--- config.mk ---
export PLATFORM = sky130hd
export DESIGN_NAME = sr_seq
export DESIGN_NICKNAME = d
export VERILOG_FILES = /design/src/rtl/sr_seq.sv
export SDC_FILE = /design/constraint.sdc
export NUM_CORES = 1
export LEC_CHECK = 0
export BUFFER_PORTS_ARGS = -buffer_cell sky130_fd_sc_hd__buf_4
export CORE_MARGIN = 10
export CORE_UTILIZATION = 54
export DETAILED_ROUTE_END_ITERATION = 16
export MAX_ROUTING_LAYER = met4
export PLACE_DENSITY = 0.76
export SETUP_SLACK_MARGIN = 0.4
export SYNTH_ARGS = -nofsm -noshare
export SYNTH_HDL_FRONTEND = slang
export SYNTH_SLANG_ARGS = --single-unit
--- constraint.sdc ---
create_clock -name clk -period 1.95 [get_ports clk]
set_input_delay 0.0975 -clock clk [delete_from_list [all_inputs] [get_ports clk]]
set_output_delay 0.0975 -clock clk [all_outputs]
set_load 0.02 [all_outputs]
--- src/rtl/sr_seq.sv ---
module sr_seq #(
  parameter int T_XSNR   = 200,
  parameter int T_RDLOCK = 20000
) (
  input  logic       clk,
  input  logic       rst_n,
  input  logic       enter_req,
  input  logic       exit_req,
  input  logic       banks_idle,
  input  logic       clk_stable,
  output logic       cke,
  output logic [2:0] cmd,
  output logic       ready_cmd,
  output logic       ready_read,
  output logic       dll_rst
);
  localparam int CW = $clog2(T_RDLOCK + 1);
  localparam logic [2:0] C_NOP = 3'b111;
  localparam logic [2:0] C_REF = 3'b001;

  typedef enum logic [2:0] {S_IDLE, S_ENTER, S_SELF, S_WAITCLK, S_XSNR, S_DLLWAIT} state_t;

  state_t        state, nxt;
  logic [CW-1:0] cnt;

  always_comb begin
    nxt = state;
    case (state)
      S_IDLE:    if (enter_req && banks_idle) nxt = S_ENTER;
      S_ENTER:   nxt = S_SELF;
      S_SELF:    if (exit_req) nxt = S_WAITCLK;
      S_WAITCLK: if (clk_stable) nxt = S_XSNR;
      S_XSNR:    if (cnt == CW'(T_XSNR - 1)) nxt = S_DLLWAIT;
      S_DLLWAIT: if (cnt == CW'(T_RDLOCK - 1)) nxt = S_IDLE;
      default:   nxt = S_IDLE;
    endcase
  end

  always_ff @(posedge clk) begin
    if (!rst_n) begin
      state <= S_IDLE;
      cnt   <= '0;
    end else begin
      state <= nxt;
      if ((state == S_XSNR || state == S_DLLWAIT) && nxt != S_IDLE) cnt <= cnt + 1'b1;
      else cnt <= '0;
    end
  end

  assign cke        = !(state inside {S_ENTER, S_SELF, S_WAITCLK});
  assign cmd        = (state == S_ENTER) ? C_REF : C_NOP;
  assign ready_cmd  = (state == S_IDLE) || (state == S_DLLWAIT);
  assign ready_read = (state == S_IDLE);
  assign dll_rst    = (state == S_XSNR) && (cnt == '0);
endmodule

# Word level (Yosys, flattened, before mapping)

Cells that the tools add are included.

Register bits after elaboration: 18
Bits of input ports: 6
Output and inout bits: 7
Logic and storage cells: 28

Add/sub/neg operators: 1
Eq/ne operators: 7
Mux-type cells: 7
Reduce and logical (&&, ||, !) cells: 11

Operators by type and width:

| cell                                                                   | count |
|---|---|
| 3-bit 2-to-1 mux                                                       | 6 |
| 3-bit one-hot mux with 6 select lines                                  | 1 |
| 15-bit by 1-bit adder with 15-bit output, second input constant        | 1 |
| 15-bit equality test, second input constant                            | 1 |
| 15-bit by 8-bit equality test with 1-bit output, second input constant | 1 |
| 15-bit zero test                                                       | 1 |
| 3-bit by 2-bit equality test with 1-bit output, second input constant  | 2 |
| 3-bit equality test, second input constant                             | 2 |
| 3-bit nonzero test                                                     | 2 |
| 3-bit by 1-bit equality test with 1-bit output, second input constant  | 1 |
| 1-bit logical AND                                                      | 3 |
| 3-bit zero test                                                        | 1 |
| 1-bit logical OR                                                       | 2 |
| 2-bit AND reduction                                                    | 1 |
| 1-bit zero test                                                        | 1 |

# Depth between registers and ports, before layout

Gate-level depths: netlist of the first run.

Word-level depth: 6
Gate-level depth with buffers: 6
Gate-level depth less buffers: 5

# Worst setup path before layout of the first run

Ideal clock, no wire load.

Path type: reg2reg
Start: register cnt[0]
End: register state[2]
Library setup time: 0.115 ns
Arrival time: 1.650 ns
Required time: 1.835 ns
Path slack: 0.186 ns
Cell stages (with the launch flop): 7
Clock period less this slack: 1.764 ns
Cells stage by stage: dfxtp_1 ha_1 or4bb_1 nor4_1 a21o_1 buf_6 o21ai_2

Longest elaborated chain between the ends: 3
Elaborated cells between the ends (all ways): 5
Those cells by class: 2 x eq/ne; 3 x mux

RTL lines:

| element                                                                                        | line   | source |
|---|---|---|
| start, declared                                                                                | 24     | `logic [CW-1:0] cnt;` |
| start signal, assigned                                                                         | 45     | `if ((state == S_XSNR \|\| state == S_DLLWAIT) && nxt != S_IDLE) cnt <= cnt + 1'b1;` |
| 15-bit equality test / 15-bit by 8-bit equality test with 1-bit output (equally long branches) | 34, 33 |  |
| 3-bit 2-to-1 mux (on tied branches)                                                            | 34, 33 |  |
| 3-bit one-hot mux with 6 select lines *                                                        | 28     | `case (state)` |
| end signal, assigned                                                                           | 44     | `state <= nxt;` |
| end, declared                                                                                  | 23     | `state_t state, nxt;` |

Every way passes the cells marked *; elsewhere a longest branch is shown, timed or not.
A chain may end at the register's enable or synchronous reset.

# Final worst setup path of the first run

Start: register cnt[0]
End: register cnt[1]

Longest elaborated chain between the ends: 6
Elaborated cells between the ends (all ways): 9
Those cells by class: 1 x add/sub; 2 x eq/ne; 3 x mux; 3 x reduce/logical

RTL lines:

| element                                                                                        | line |
|---|---|
| 15-bit equality test / 15-bit by 8-bit equality test with 1-bit output (equally long branches) | 34, 33 |
| 3-bit 2-to-1 mux (on tied branches)                                                            | 34, 33 |
| 3-bit one-hot mux with 6 select lines                                                          | 28 |
| 3-bit nonzero test                                                                             | 45 |
| 1-bit logical AND                                                                              | 45 |
| 2-bit AND reduction (no line)                                                                  | n/a |

Parallel ways exist; a longest one is shown, timed or not.

==> results of run 1 <==
repair_timing:
item / CTS / global route
endpoints found under the setup margin: 12 / 14
pin swaps: 7 / 5
hold endpoints to repair: 0 / 0
buffers inserted: 5 / 1
cloned: 1 / 0
gates resized for setup: 8 / 13
kinds of logic after synthesis:
family | after synthesis | share of synthesized area, %
buffers and inverters | 13 | 7.095
adders and majority gates | 3 | 3.943
AOI/OAI and AO/OA | 4 | 3.417
and+or+nand+nor | 60 | 33.38
DFF | 18 | 37.85
xor gates and xnor gates | 14 | 12.88
other | 1 | 0.3938
muxes | 1 | 1.051
final cells by class:
cell class	count	area [um^2]	share of cell area, %
flip-flops and latches	18	377.9	31.23
clock buffers	3	22.52	1.861
well taps	25	31.28	2.585
clock inverters	1	3.754	0.3102
multi-input cells	84	609.3	50.36
inverters	5	18.77	1.551
repair buffers	19	146.4	12.10
routing by layer:
| layer | wire length (um) | GRT usage, % |
|---|---|---|
| met1 | 1033 | 17.82 |
| met2 | 1225 | 24.42 |
| met3 | 233 | 4.472 |
| met4 | 59 | 2.548 |
| met5 | 0 | - |
final timing paths:
| path | start | end | slack, ps | depth (start not counted) |
|---|---|---|---|---|
| setup reg to reg | cnt[0] | cnt[1] | 230 | 6 |
| hold / removal | clk_stable | state[2] | 100 | 3 |
| setup / recovery | cnt[0] | cnt[1] | 230 | 6 |
| hold reg to reg | cnt[0] | cnt[0] | 550 | 2 |
Yosys cell counts:
| cell type | count | share of area, % |
|---|---|---|
| sky130_fd_sc_hd__a21o_1 | 1 | 0.79 |
| sky130_fd_sc_hd__a32oi_1 | 1 | 0.92 |
| sky130_fd_sc_hd__and3_1 | 1 | 0.66 |
| sky130_fd_sc_hd__and4_1 | 1 | 0.92 |
| sky130_fd_sc_hd__buf_2 | 3 | 1.6 |
| sky130_fd_sc_hd__buf_4 | 2 | 1.6 |
| sky130_fd_sc_hd__buf_6 | 1 | 1.2 |
| sky130_fd_sc_hd__clkbuf_1 | 2 | 0.79 |
| sky130_fd_sc_hd__conb_1 | 1 | 0.39 |
| sky130_fd_sc_hd__dfxtp_1 | 18 | 38 |
| sky130_fd_sc_hd__ha_1 | 3 | 3.9 |
| sky130_fd_sc_hd__inv_1 | 5 | 2.0 |
| sky130_fd_sc_hd__mux2i_1 | 1 | 1.1 |
| sky130_fd_sc_hd__nand2_1 | 5 | 2.0 |
| sky130_fd_sc_hd__nand2b_1 | 2 | 1.3 |
| sky130_fd_sc_hd__nand3_1 | 7 | 3.7 |
| sky130_fd_sc_hd__nand3b_1 | 1 | 0.79 |
| sky130_fd_sc_hd__nand4_1 | 7 | 4.6 |
| sky130_fd_sc_hd__nor2_1 | 19 | 7.5 |
| sky130_fd_sc_hd__nor3_1 | 4 | 2.1 |
| sky130_fd_sc_hd__nor3b_1 | 1 | 0.79 |
| sky130_fd_sc_hd__nor4_1 | 6 | 3.9 |
| sky130_fd_sc_hd__nor4b_1 | 1 | 0.92 |
| sky130_fd_sc_hd__o211ai_1 | 1 | 0.79 |
| sky130_fd_sc_hd__o21ai_2 | 1 | 0.92 |
| sky130_fd_sc_hd__or2_2 | 1 | 0.66 |
| sky130_fd_sc_hd__or3_1 | 1 | 0.66 |
| sky130_fd_sc_hd__or3b_2 | 1 | 0.92 |
| sky130_fd_sc_hd__or4_1 | 1 | 0.79 |
| sky130_fd_sc_hd__or4bb_1 | 1 | 1.2 |
| sky130_fd_sc_hd__xnor2_1 | 7 | 6.4 |
| sky130_fd_sc_hd__xor2_1 | 7 | 6.4 |
report_power, final:
part	internal [mW]	total [mW]	switching, mW	leakage, nW
combinational	0.0294	0.0618	0.0324	0.242
sequential	0.368	0.376	0.00826	0.151
clock	0.0749	0.191	0.116	0.0154
total	0.472	0.629	0.157	0.408
placed cells by master, fill, tap and decap left out, types with 3 or more instances in the layout:
cell type	synthesis	layout
sky130_fd_sc_hd__nor3_1	4	4
sky130_fd_sc_hd__inv_1	5	5
sky130_fd_sc_hd__nor2_1	19	16
sky130_fd_sc_hd__clkbuf_4	0	3
sky130_fd_sc_hd__nor4_2	0	3
sky130_fd_sc_hd__buf_4	2	18
sky130_fd_sc_hd__xnor2_1	7	7
sky130_fd_sc_hd__nand4_1	7	7
sky130_fd_sc_hd__nand2_1	5	5
sky130_fd_sc_hd__dfxtp_1	18	8
sky130_fd_sc_hd__nor2_2	0	3
sky130_fd_sc_hd__dfxtp_2	0	8
sky130_fd_sc_hd__xor2_1	7	7
sky130_fd_sc_hd__nand3_1	7	7
state kept, by name, summed over array words and instances, names as in the netlist:
name   cells
cnt       15
state      3
tightest hold or removal path: stages:
cell	delay (ps)
sky130_fd_sc_hd__buf_4	120
sky130_fd_sc_hd__nand3_1	100
sky130_fd_sc_hd__o21ai_2	60
metrics by stage:
| step | power, mW | hold slack, ps | instance area [um^2] |
|---|---|---|---|
| final | 0.6293 | 98.76 | 1210 |
| after global routing | 0.6575 | 114.7 | 1210 |
| after CTS | 0.6320 | 101.0 | 1165 |
| after detailed placement | 0.4444 | 432.6 | 1065 |
| after global placement | 0.4435 | 427.9 | 1065 |
| after floorplan | 0.4191 | 292.4 | 984.7 |
==> results.rst, run 1 <==
.. list-table::
   :header-rows: 1

   * - Metric
     - Value
   * - Number of antenna cells inserted
     - 0
   * - Class of the worst hold path
     - in2reg
   * - Routed length per placed instance
     - 16.46 um
   * - Clock transition at the registers of the reported paths
     - 100 ps
   * - Outcome
     - completed
   * - Maximum vdd ir drop
     - 0.3503 mV
   * - Clock root buffer
     - sky130_fd_sc_hd__clkbuf_4
   * - Synthesized Nets
     - 123
   * - Initial antenna violation count
     - 0
   * - Top delay family on crit path
     - simple AND/OR/NAND/NOR gates
   * - Count of hold buffers inserted by post-cts repair
     - 0
   * - Violation count after the first detailed-routing iteration
     - 75
   * - Final period demand of the worst path
     - 1722 ps
   * - Wire length reported by the detailed router
     - 2552 um
   * - Cell with the largest stage delay on the worst path
     - sky130_fd_sc_hd__or4bb_4
   * - All-layer global routing usage
     - 14.90%
   * - Sequential-to-total area share from yosys stat
     - 37.84%
   * - Overall die height
     - 61.99 um
   * - Clock tree from TritonCTS
     - yes
   * - Setup repair after global routing missed its margin
     - true
   * - Maximum clock skew at final layout
     - 2.893 ps
   * - Share of final-layout standard cells stronger than drive strength 1
     - 36.92%
   * - Pwr dens
     - 520.1 mW/mm^2
   * - GRT overflow
     - 0
   * - Number of buffer cells added on primary ports
     - 11
   * - Number of maximum-capacitance constraint violations
     - 0
   * - Distinct cell type count of the synthesized netlist
     - 32
   * - Gp weighted congestion
     - 0.8664
   * - Global-route wire length before repair
     - 4153 um
   * - Period Utilization, post-route
     - 88.32%
   * - Core area
     - 0.001708 mm^2
   * - Post-DR vias/cell
     - 5.729
   * - Post-route insts no fill
     - 155
   * - Final setup slack of the worst path
     - 227.7 ps
   * - Category of the worst setup path launch point
     - flop
   * - Final setup violation count
     - 0
   * - Highest clock frequency the design can meet
     - 0.5806 GHz
   * - Post-route antenna net violation count
     - 0
   * - Required @ worst endpoint
     - 2160 ps
   * - Synthesized cell area
     - 952.2 um^2
   * - Largest buffer count on any clock path
     - 2
   * - Buffers and inverters on the worst path
     - 1
   * - Post-Place Worst Slack
     - 128.9 ps
   * - Via count of the first global-routing pass
     - 865
   * - Dpl cells
     - 144
   * - Clock Sinks
     - 18
   * - Synth Register Bits
     - 18
   * - Sum of negative setup slack
     - 0 ps
   * - Type of the setup path with the least slack
     - reg2reg
   * - Fillers
     - 134
   * - Category of the worst setup path capture point
     - flop
   * - Die outline width
     - 61.99 um
   * - Number of H-tree branching levels
     - 1
   * - Max-slew violation total from the final report
     - 0
   * - Drt first pass iters
     - 5
   * - Syn avg cell area
     - 8.352 um^2
   * - Largest net degree at the start of global routing
     - 11
   * - Net count of the finished layout
     - 140
   * - Final Hold Vio Count
     - 0
   * - Ordered list of cells on the worst path
     - ha_4 -> or4bb_4 -> nor4_4 -> buf_4 -> a21o_4 -> nor2_1
   * - Number of standard-cell rows in the floorplan
     - 15
   * - Number of buffers inserted during clock tree synthesis
     - 3
   * - Warnings, synthesis
     - 0
   * - Number of cells produced by synthesis
     - 114
   * - Critical path data arrival time
     - 1930 ps
   * - Area growth from synthesis to layout
     - 27.07%
   * - Drt drc
     - 0
   * - Dpl hpwl
     - 1545 um
   * - Core occupancy in the finished layout
     - 70.84%
   * - Initial standard-cell utilization of the core
     - 55.75%
   * - Area of the die
     - 0.003843 mm^2
   * - Largest stage delay, worst path
     - 550 ps
   * - Leakage dissipation
     - 0.4081 nW
   * - Count of pins on the block boundary
     - 13
   * - Worst-skew pair later-pin latency
     - 300 ps
   * - Critical path fanouts, max
     - 5
   * - Detailed-route via count
     - 888
Power figures use the tool's default switching activity.
==> run 2: changes to the inputs <==
ABC_CLOCK_PERIOD_IN_PS = 1950   (was not set)
MAX_ROUTING_LAYER = not set   (was met4)
==> results.rst, run 2 (synthesized netlist as in run 1, its figures left out) <==
.. list-table::
   :header-rows: 1

   * - Metric
     - Value
   * - GRT overflow
     - 0 (unchanged)
   * - Final Hold Slack
     - 110.4 ps (+11.61 ps)
   * - Setup repair after global routing missed its margin
     - true
   * - Final setup slack of the worst path
     - 199.3 ps (-28.37 ps)
   * - DR WL met3
     - 188 um (-19%)
   * - Die outline width
     - 61.99 um (unchanged)
   * - Placed inst area
     - 0.001065 mm^2 (unchanged)
   * - All-layer global routing usage
     - 14.50% (-0.40 points)
   * - Flip-flop count of the largest register after layout
     - 15 (unchanged)
   * - Detailed-route via count
     - 912 (+2.7%)
   * - Total routed wire length on the met1 layer
     - 1015 um (-1.7%)
   * - Number of buffer cells added on primary ports
     - 11 (unchanged)
   * - Number of maximum-capacitance constraint violations
     - 0 (unchanged)
   * - Initial standard-cell utilization of the core
     - 55.75% (unchanged)
   * - Max-slew violation total from the final report
     - 0 (unchanged)
   * - Type of the setup path with the least slack
     - reg2reg
   * - Pwr dens
     - 516.1 mW/mm^2 (-0.76%)
   * - Final Hold Vio Count
     - 0 (unchanged)
   * - Core occupancy in the finished layout
     - 70.84% (unchanged)
   * - Class of the worst hold path
     - in2reg
   * - Drt first pass iters
     - 4 (-1)
   * - Post-route antenna net violation count
     - 0 (unchanged)
   * - Reg power frac
     - 60.2% (+0.4 points)
   * - Core area
     - 0.001708 mm^2 (unchanged)
   * - Wire length reported by the detailed router
     - 2497 um (-2.2%)
   * - Post-Place Worst Slack
     - 128.9 ps (unchanged)
   * - Uppermost layer routed
     - met4
   * - Finished layout cell area
     - 0.001210 mm^2 (unchanged)
   * - Total power draw
     - 0.6245 mW (-0.76%)
   * - Post-DR vias/cell
     - 5.884 (+2.7%)
   * - Relative contribution of combinational cells to total power
     - 9.9% (about the same)
   * - Critical path fanouts, max
     - 5 (unchanged)
   * - Top flop regs
     - cnt (15), state (3)
   * - Dpl hpwl
     - 1545 um (unchanged)
   * - Net count of the finished layout
     - 140 (unchanged)
   * - Final period demand of the worst path
     - 1751 ps (+28.37 ps)
   * - Initial antenna violation count
     - 0 (unchanged)
   * - Largest net degree at the start of global routing
     - 11 (unchanged)
   * - Maximum clock skew at final layout
     - 1.258 ps (-1.635 ps)
   * - Share of final-layout standard cells stronger than drive strength 1
     - 36.92% (unchanged)
   * - Internal power component
     - 0.4721 mW (about the same)
   * - Worst-skew pair later-pin latency
     - 290 ps (about the same)
   * - Overall die height
     - 61.99 um (unchanged)
   * - Largest buffer count on any clock path
     - 2 (unchanged)
   * - Number of buffers inserted during clock tree synthesis
     - 3 (unchanged)
   * - Total length of routed met2 wires
     - 1204 um (-1.7%)
   * - Clock Sinks
     - 18 (unchanged)
   * - Count of pins on the block boundary
     - 13 (unchanged)
   * - Routed length per placed instance
     - 16.11 um (-2.2%)
   * - Clock root buffer
     - sky130_fd_sc_hd__clkbuf_4
   * - Area growth from synthesis to layout
     - 27.07% (unchanged)
   * - Violation count after the first detailed-routing iteration
     - 80 (+6.7%)
   * - Number of standard-cell rows in the floorplan
     - 15 (unchanged)
   * - Outcome
     - completed
   * - Via count of the first global-routing pass
     - 865 (unchanged)
   * - Critical path data arrival time
     - 1950 ps (+20 ps)
   * - Category of the worst setup path launch point
     - flop
   * - Clock power frac
     - 29.9% (-0.5 points)
   * - Post-route insts no fill
     - 155 (unchanged)
   * - Global-route wire length before repair
     - 4153 um (unchanged)
   * - Category of the worst setup path capture point
     - flop
   * - Most common cell after layout, fill and taps aside
     - sky130_fd_sc_hd__buf_4
   * - Net Sw Frac
     - 24.40% (-0.53 points)
   * - Period Utilization, post-route
     - 89.78% (+1.5 points)
   * - Sum of negative setup slack
     - 0 ps (unchanged)
   * - Clock tree from TritonCTS
     - yes
   * - Gp weighted congestion
     - 0.8529 (-1.6%)
   * - Leakage dissipation
     - 0.4081 nW (unchanged)
   * - Register name with the most flops
     - cnt
   * - Count of hold buffers inserted by post-cts repair
     - 0 (unchanged)
   * - Final setup violation count
     - 0 (unchanged)
   * - Net switching power figure
     - 0.1524 mW (-2.9%)
   * - Highest clock frequency the design can meet
     - 0.5712 GHz (-1.6%)
   * - Maximum vdd ir drop
     - 0.3498 mV (-0.14%)
   * - Drt drc
     - 0 (unchanged)
   * - Dpl cells
     - 144 (unchanged)
   * - Area of the die
     - 0.003843 mm^2 (unchanged)
   * - Number of H-tree branching levels
     - 1 (unchanged)
   * - Required @ worst endpoint
     - 2150 ps (about the same)
   * - Commonest non-fill, non-tap cells in the layout
     - 18 x sky130_fd_sc_hd__buf_4, 16 x sky130_fd_sc_hd__nor2_1, 8 x sky130_fd_sc_hd__dfxtp_2, 8 x sky130_fd_sc_hd__dfxtp_1
   * - Number of antenna cells inserted
     - 0 (unchanged)
   * - Clock transition at the registers of the reported paths
     - 100 ps (about the same)
-- run 2: cell counts in the layout (fill, tap and decap cells not counted) --
Identical to the previous run, type by type.
-- run 2: path summary, 6_finish.rpt --
| check | startpoint | end | slack [ps] | cells after the start |
|---|---|---|---|---|
| worst max-delay path | cnt[0] | cnt[1] | 200 | 6 |
| worst min-delay path | clk_stable | state[2] | 110 | 3 |
| worst max register to register | cnt[0] | cnt[1] | 200 | 6 |
| worst min register to register | cnt[0] | cnt[0] | 550 | 2 |
-- run 2: power groups by stage --
stage | sequential [mW] | clock (mW) | combinational [mW]
finish | 0.376 | 0.187 | 0.0618
global route | 0.377 | 0.214 | 0.0665
CTS | 0.375 | 0.194 | 0.0626
detailed placement | 0.383 | 0 | 0.0616
global placement | 0.383 | 0 | 0.0609
floorplan | 0.379 | 0 | 0.0404
-- run 2: layout make-up --
type                       count  area [um^2]
inverter                       5        18.77
sequential                    18        377.9
tap                           25        31.28
fill                         134        498.0
clock buffer                   3        22.52
timing repair buffer          19        146.4
multi-input combinational     84        609.3
clock inverter                 1        3.754
-- run 2: timing repair --
| action | 4_1_cts | 5_1_grt |
|---|---|---|
| buffers inserted | 5 | 1 |
| setup endpoints to repair | 12 | 14 |
| pin swaps | 7 | 5 |
| cloned | 1 | 0 |
| resized for setup | 8 | 13 |
-- run 2: layer usage --
metal / up-vias / GRT usage [%]
li1: 429 / -
met1: 401 / 17.82
met2: 61 / 24.42
met3: 21 / 4.472
met4: 0 / 2.548
met5: - / 0
-- run 2: critical path, cell delays in order, from the launching register on --
cell and delay, ps:
sky130_fd_sc_hd__dfxtp_4 370, sky130_fd_sc_hd__ha_4 130, sky130_fd_sc_hd__or4bb_4 550, sky130_fd_sc_hd__nor4_4 220, sky130_fd_sc_hd__buf_4 170, sky130_fd_sc_hd__a21o_4 150
sky130_fd_sc_hd__nor2_1 50
==> run 3: changes to the inputs <==
RECOVER_POWER = 100   (was not set)
==> results.rst, run 3 (synthesized netlist as in run 1, its figures left out) <==
.. list-table::
   :header-rows: 1

   * - Metric
     - Value
   * - Outcome
     - completed
   * - R2R setup slack
     - 120 ps (-80 ps)
   * - Clock Sinks
     - 18 (unchanged)
   * - Global-route wire length before repair
     - 4153 um (unchanged)
   * - Final setup violation count
     - 0 (unchanged)
   * - Category of the worst setup path launch point
     - flop
   * - GRT overflow
     - 0 (unchanged)
   * - Pwr dens
     - 533.7 mW/mm^2 (+3.4%)
   * - Type of the setup path with the least slack
     - reg2reg
   * - Number of buffers inserted during clock tree synthesis
     - 3 (unchanged)
   * - Critical path data arrival time
     - 2020 ps (+70 ps)
   * - Via count of the first global-routing pass
     - 865 (unchanged)
   * - Core area
     - 0.001708 mm^2 (unchanged)
   * - Ordered list of cells on the worst path
     - ha_1 -> or4bb_4 -> nor4_4 -> buf_4 -> or3b_2 -> o211ai_1
   * - Highest clock frequency the design can meet
     - 0.5464 GHz (-4.3%)
   * - Count of pins on the block boundary
     - 13 (unchanged)
   * - End of the worst register-to-register path
     - state[0]
   * - Post-DR vias/cell
     - 5.845 (-0.66%)
   * - Critical path fanouts, max
     - 2 (-3)
   * - Post-route antenna net violation count
     - 0 (unchanged)
   * - Largest buffer count on any clock path
     - 2 (unchanged)
   * - Top flop regs
     - cnt (15), state (3)
   * - Share of final-layout standard cells stronger than drive strength 1
     - 29.23% (-7.7 points)
   * - Drt first pass iters
     - 8 (+4)
   * - Die outline width
     - 61.99 um (unchanged)
   * - Clock tree from TritonCTS
     - yes
   * - Required @ worst endpoint
     - 2140 ps (about the same)
   * - Violation count after the first detailed-routing iteration
     - 73 (-8.8%)
   * - Setup repair after global routing missed its margin
     - true
   * - Initial antenna violation count
     - 0 (unchanged)
   * - Final Hold Slack
     - 104.5 ps (-5.885 ps)
   * - Class of the worst hold path
     - in2reg
   * - Cell with the largest stage delay on the worst path
     - sky130_fd_sc_hd__or4bb_4
   * - Net count of the finished layout
     - 140 (unchanged)
   * - Maximum vdd ir drop
     - 0.3375 mV (-3.5%)
   * - Category of the worst setup path capture point
     - flop
   * - Final Hold Vio Count
     - 0 (unchanged)
   * - Gp weighted congestion
     - 0.8529 (unchanged)
   * - Wire length reported by the detailed router
     - 2495 um (about the same)
   * - Count of hold buffers inserted by post-cts repair
     - 0 (unchanged)
   * - Number of standard-cell rows in the floorplan
     - 15 (unchanged)
   * - Area growth from synthesis to layout
     - 22.34%
   * - Post-Place Worst Slack
     - 128.9 ps (unchanged)
   * - Drt drc
     - 0 (unchanged)
   * - Most common cell after layout, fill and taps aside
     - sky130_fd_sc_hd__nor2_1
   * - Largest net degree at the start of global routing
     - 11 (unchanged)
   * - Final period demand of the worst path
     - 1830 ps (+79.37 ps)
   * - Sum of negative setup slack
     - 0 ps (unchanged)
   * - Number of antenna cells inserted
     - 0 (unchanged)
   * - Largest stage delay, worst path
     - 570 ps (+20 ps)
   * - Clock transition at the registers of the reported paths
     - 100 ps (about the same)
   * - Overall die height
     - 61.99 um (unchanged)
   * - Initial standard-cell utilization of the core
     - 55.75% (unchanged)
   * - Startpoint of the worst-slack reg-to-reg timing path
     - cnt[0]
   * - Flip-flop count of the largest register after layout
     - 15 (unchanged)
   * - All-layer global routing usage
     - 14.50% (unchanged)
   * - Final setup slack of the worst path
     - 119.9 ps (-79.38 ps)
   * - Leakage dissipation
     - 0.3906 nW (-4.3%)
   * - Number of cells traversed by the worst register-to-register path
     - 6 (unchanged)
   * - Commonest non-fill, non-tap cells in the layout
     - 17 x sky130_fd_sc_hd__nor2_1, 12 x sky130_fd_sc_hd__buf_4, 10 x sky130_fd_sc_hd__dfxtp_1
   * - Number of buffer cells added on primary ports
     - 11 (unchanged)
   * - Dpl hpwl
     - 1545 um (unchanged)
   * - Register name with the most flops
     - cnt
   * - Detailed-route via count
     - 906 (-0.66%)
   * - Clock root buffer
     - sky130_fd_sc_hd__clkbuf_4
   * - Max-slew violation total from the final report
     - 0 (unchanged)
   * - Routed length per placed instance
     - 16.10 um (about the same)
   * - Worst-skew pair later-pin latency
     - 300 ps (about the same)
   * - Launching instance or port of the critical path
     - cnt[0]
   * - Worst Hold Launch
     - clk_stable
   * - Period Utilization, post-route
     - 93.85% (+4.1 points)
   * - Critical Path Sink
     - state[0]
   * - Dpl cells
     - 144 (unchanged)
   * - Number of maximum-capacitance constraint violations
     - 0 (unchanged)
   * - Number of H-tree branching levels
     - 1 (unchanged)
   * - Area of the die
     - 0.003843 mm^2 (unchanged)
   * - Maximum clock skew at final layout
     - 2.897 ps (+1.639 ps)
   * - Post-route insts no fill
     - 155 (unchanged)
-- run 3: final cells by class --
cell class                      count  area, um^2
Fill cell                         144       543.0
Inverter                            5       18.77
Multi-Input combinational cell     84       588.1
Timing Repair Buffer               19       127.6
Tap cell                           25       31.28
Clock inverter                      1       3.754
Sequential cell                    18       372.9
Clock buffer                        3       22.52
-- run 3: metrics by stage --
| stage | power, mW | cell area (um^2) | utilization, % |
|---|---|---|---|
| after floorplan | 0.4191 | 984.7 | - |
| after global placement | 0.4435 | 1065 | 62.34 |
| after detailed placement | 0.4444 | 1065 | 62.34 |
| after CTS | 0.6320 | 1165 | 68.21 |
| after global routing | 0.6528 | 1165 | 68.21 |
| final | 0.6217 | 1165 | 68.21 |
-- run 3: worst min-delay path by stage --
stage | cells after the start | slack [ps] | end
floorplan | 2 | 290 | state[2]
global placement | 3 | 430 | state[2]
detailed placement | 3 | 430 | state[2]
CTS | 3 | 100 | state[2]
global route | 3 | 110 | state[2]
finish | 3 | 100 | state[2]
-- run 3: timing repair --
action / in CTS / in global routing
buffers inserted: 5 / 1
endpoints found under the hold margin: 0 / 0
pin swaps: 7 / 5
endpoints found under the setup margin: 12 / 14
cloned: 1 / 0
resized for setup: 8 / 13
-- run 3: power breakdown --
group	internal, mW	switching, mW
clock	0.0747	0.114
combinational	0.0244	0.0319
sequential	0.369	0.00744
-- run 3: critical path, delay by kind of cell, from the launching register on --
family	cells	cell delay, ps
simple gates	3	900
buf+inv	1	170
fa+ha+maj	1	210
compound gates	1	80
flops	1	370
-- run 3: metal layers --
layer / vias up / track usage, % / wire [um]
li1: 427 / - / -
met1: 398 / 17.82 / 991
met2: 59 / 24.42 / 1157
met3: 22 / 4.472 / 234
met4: 0 / 2.548 / 111
met5: - / 0 / 0
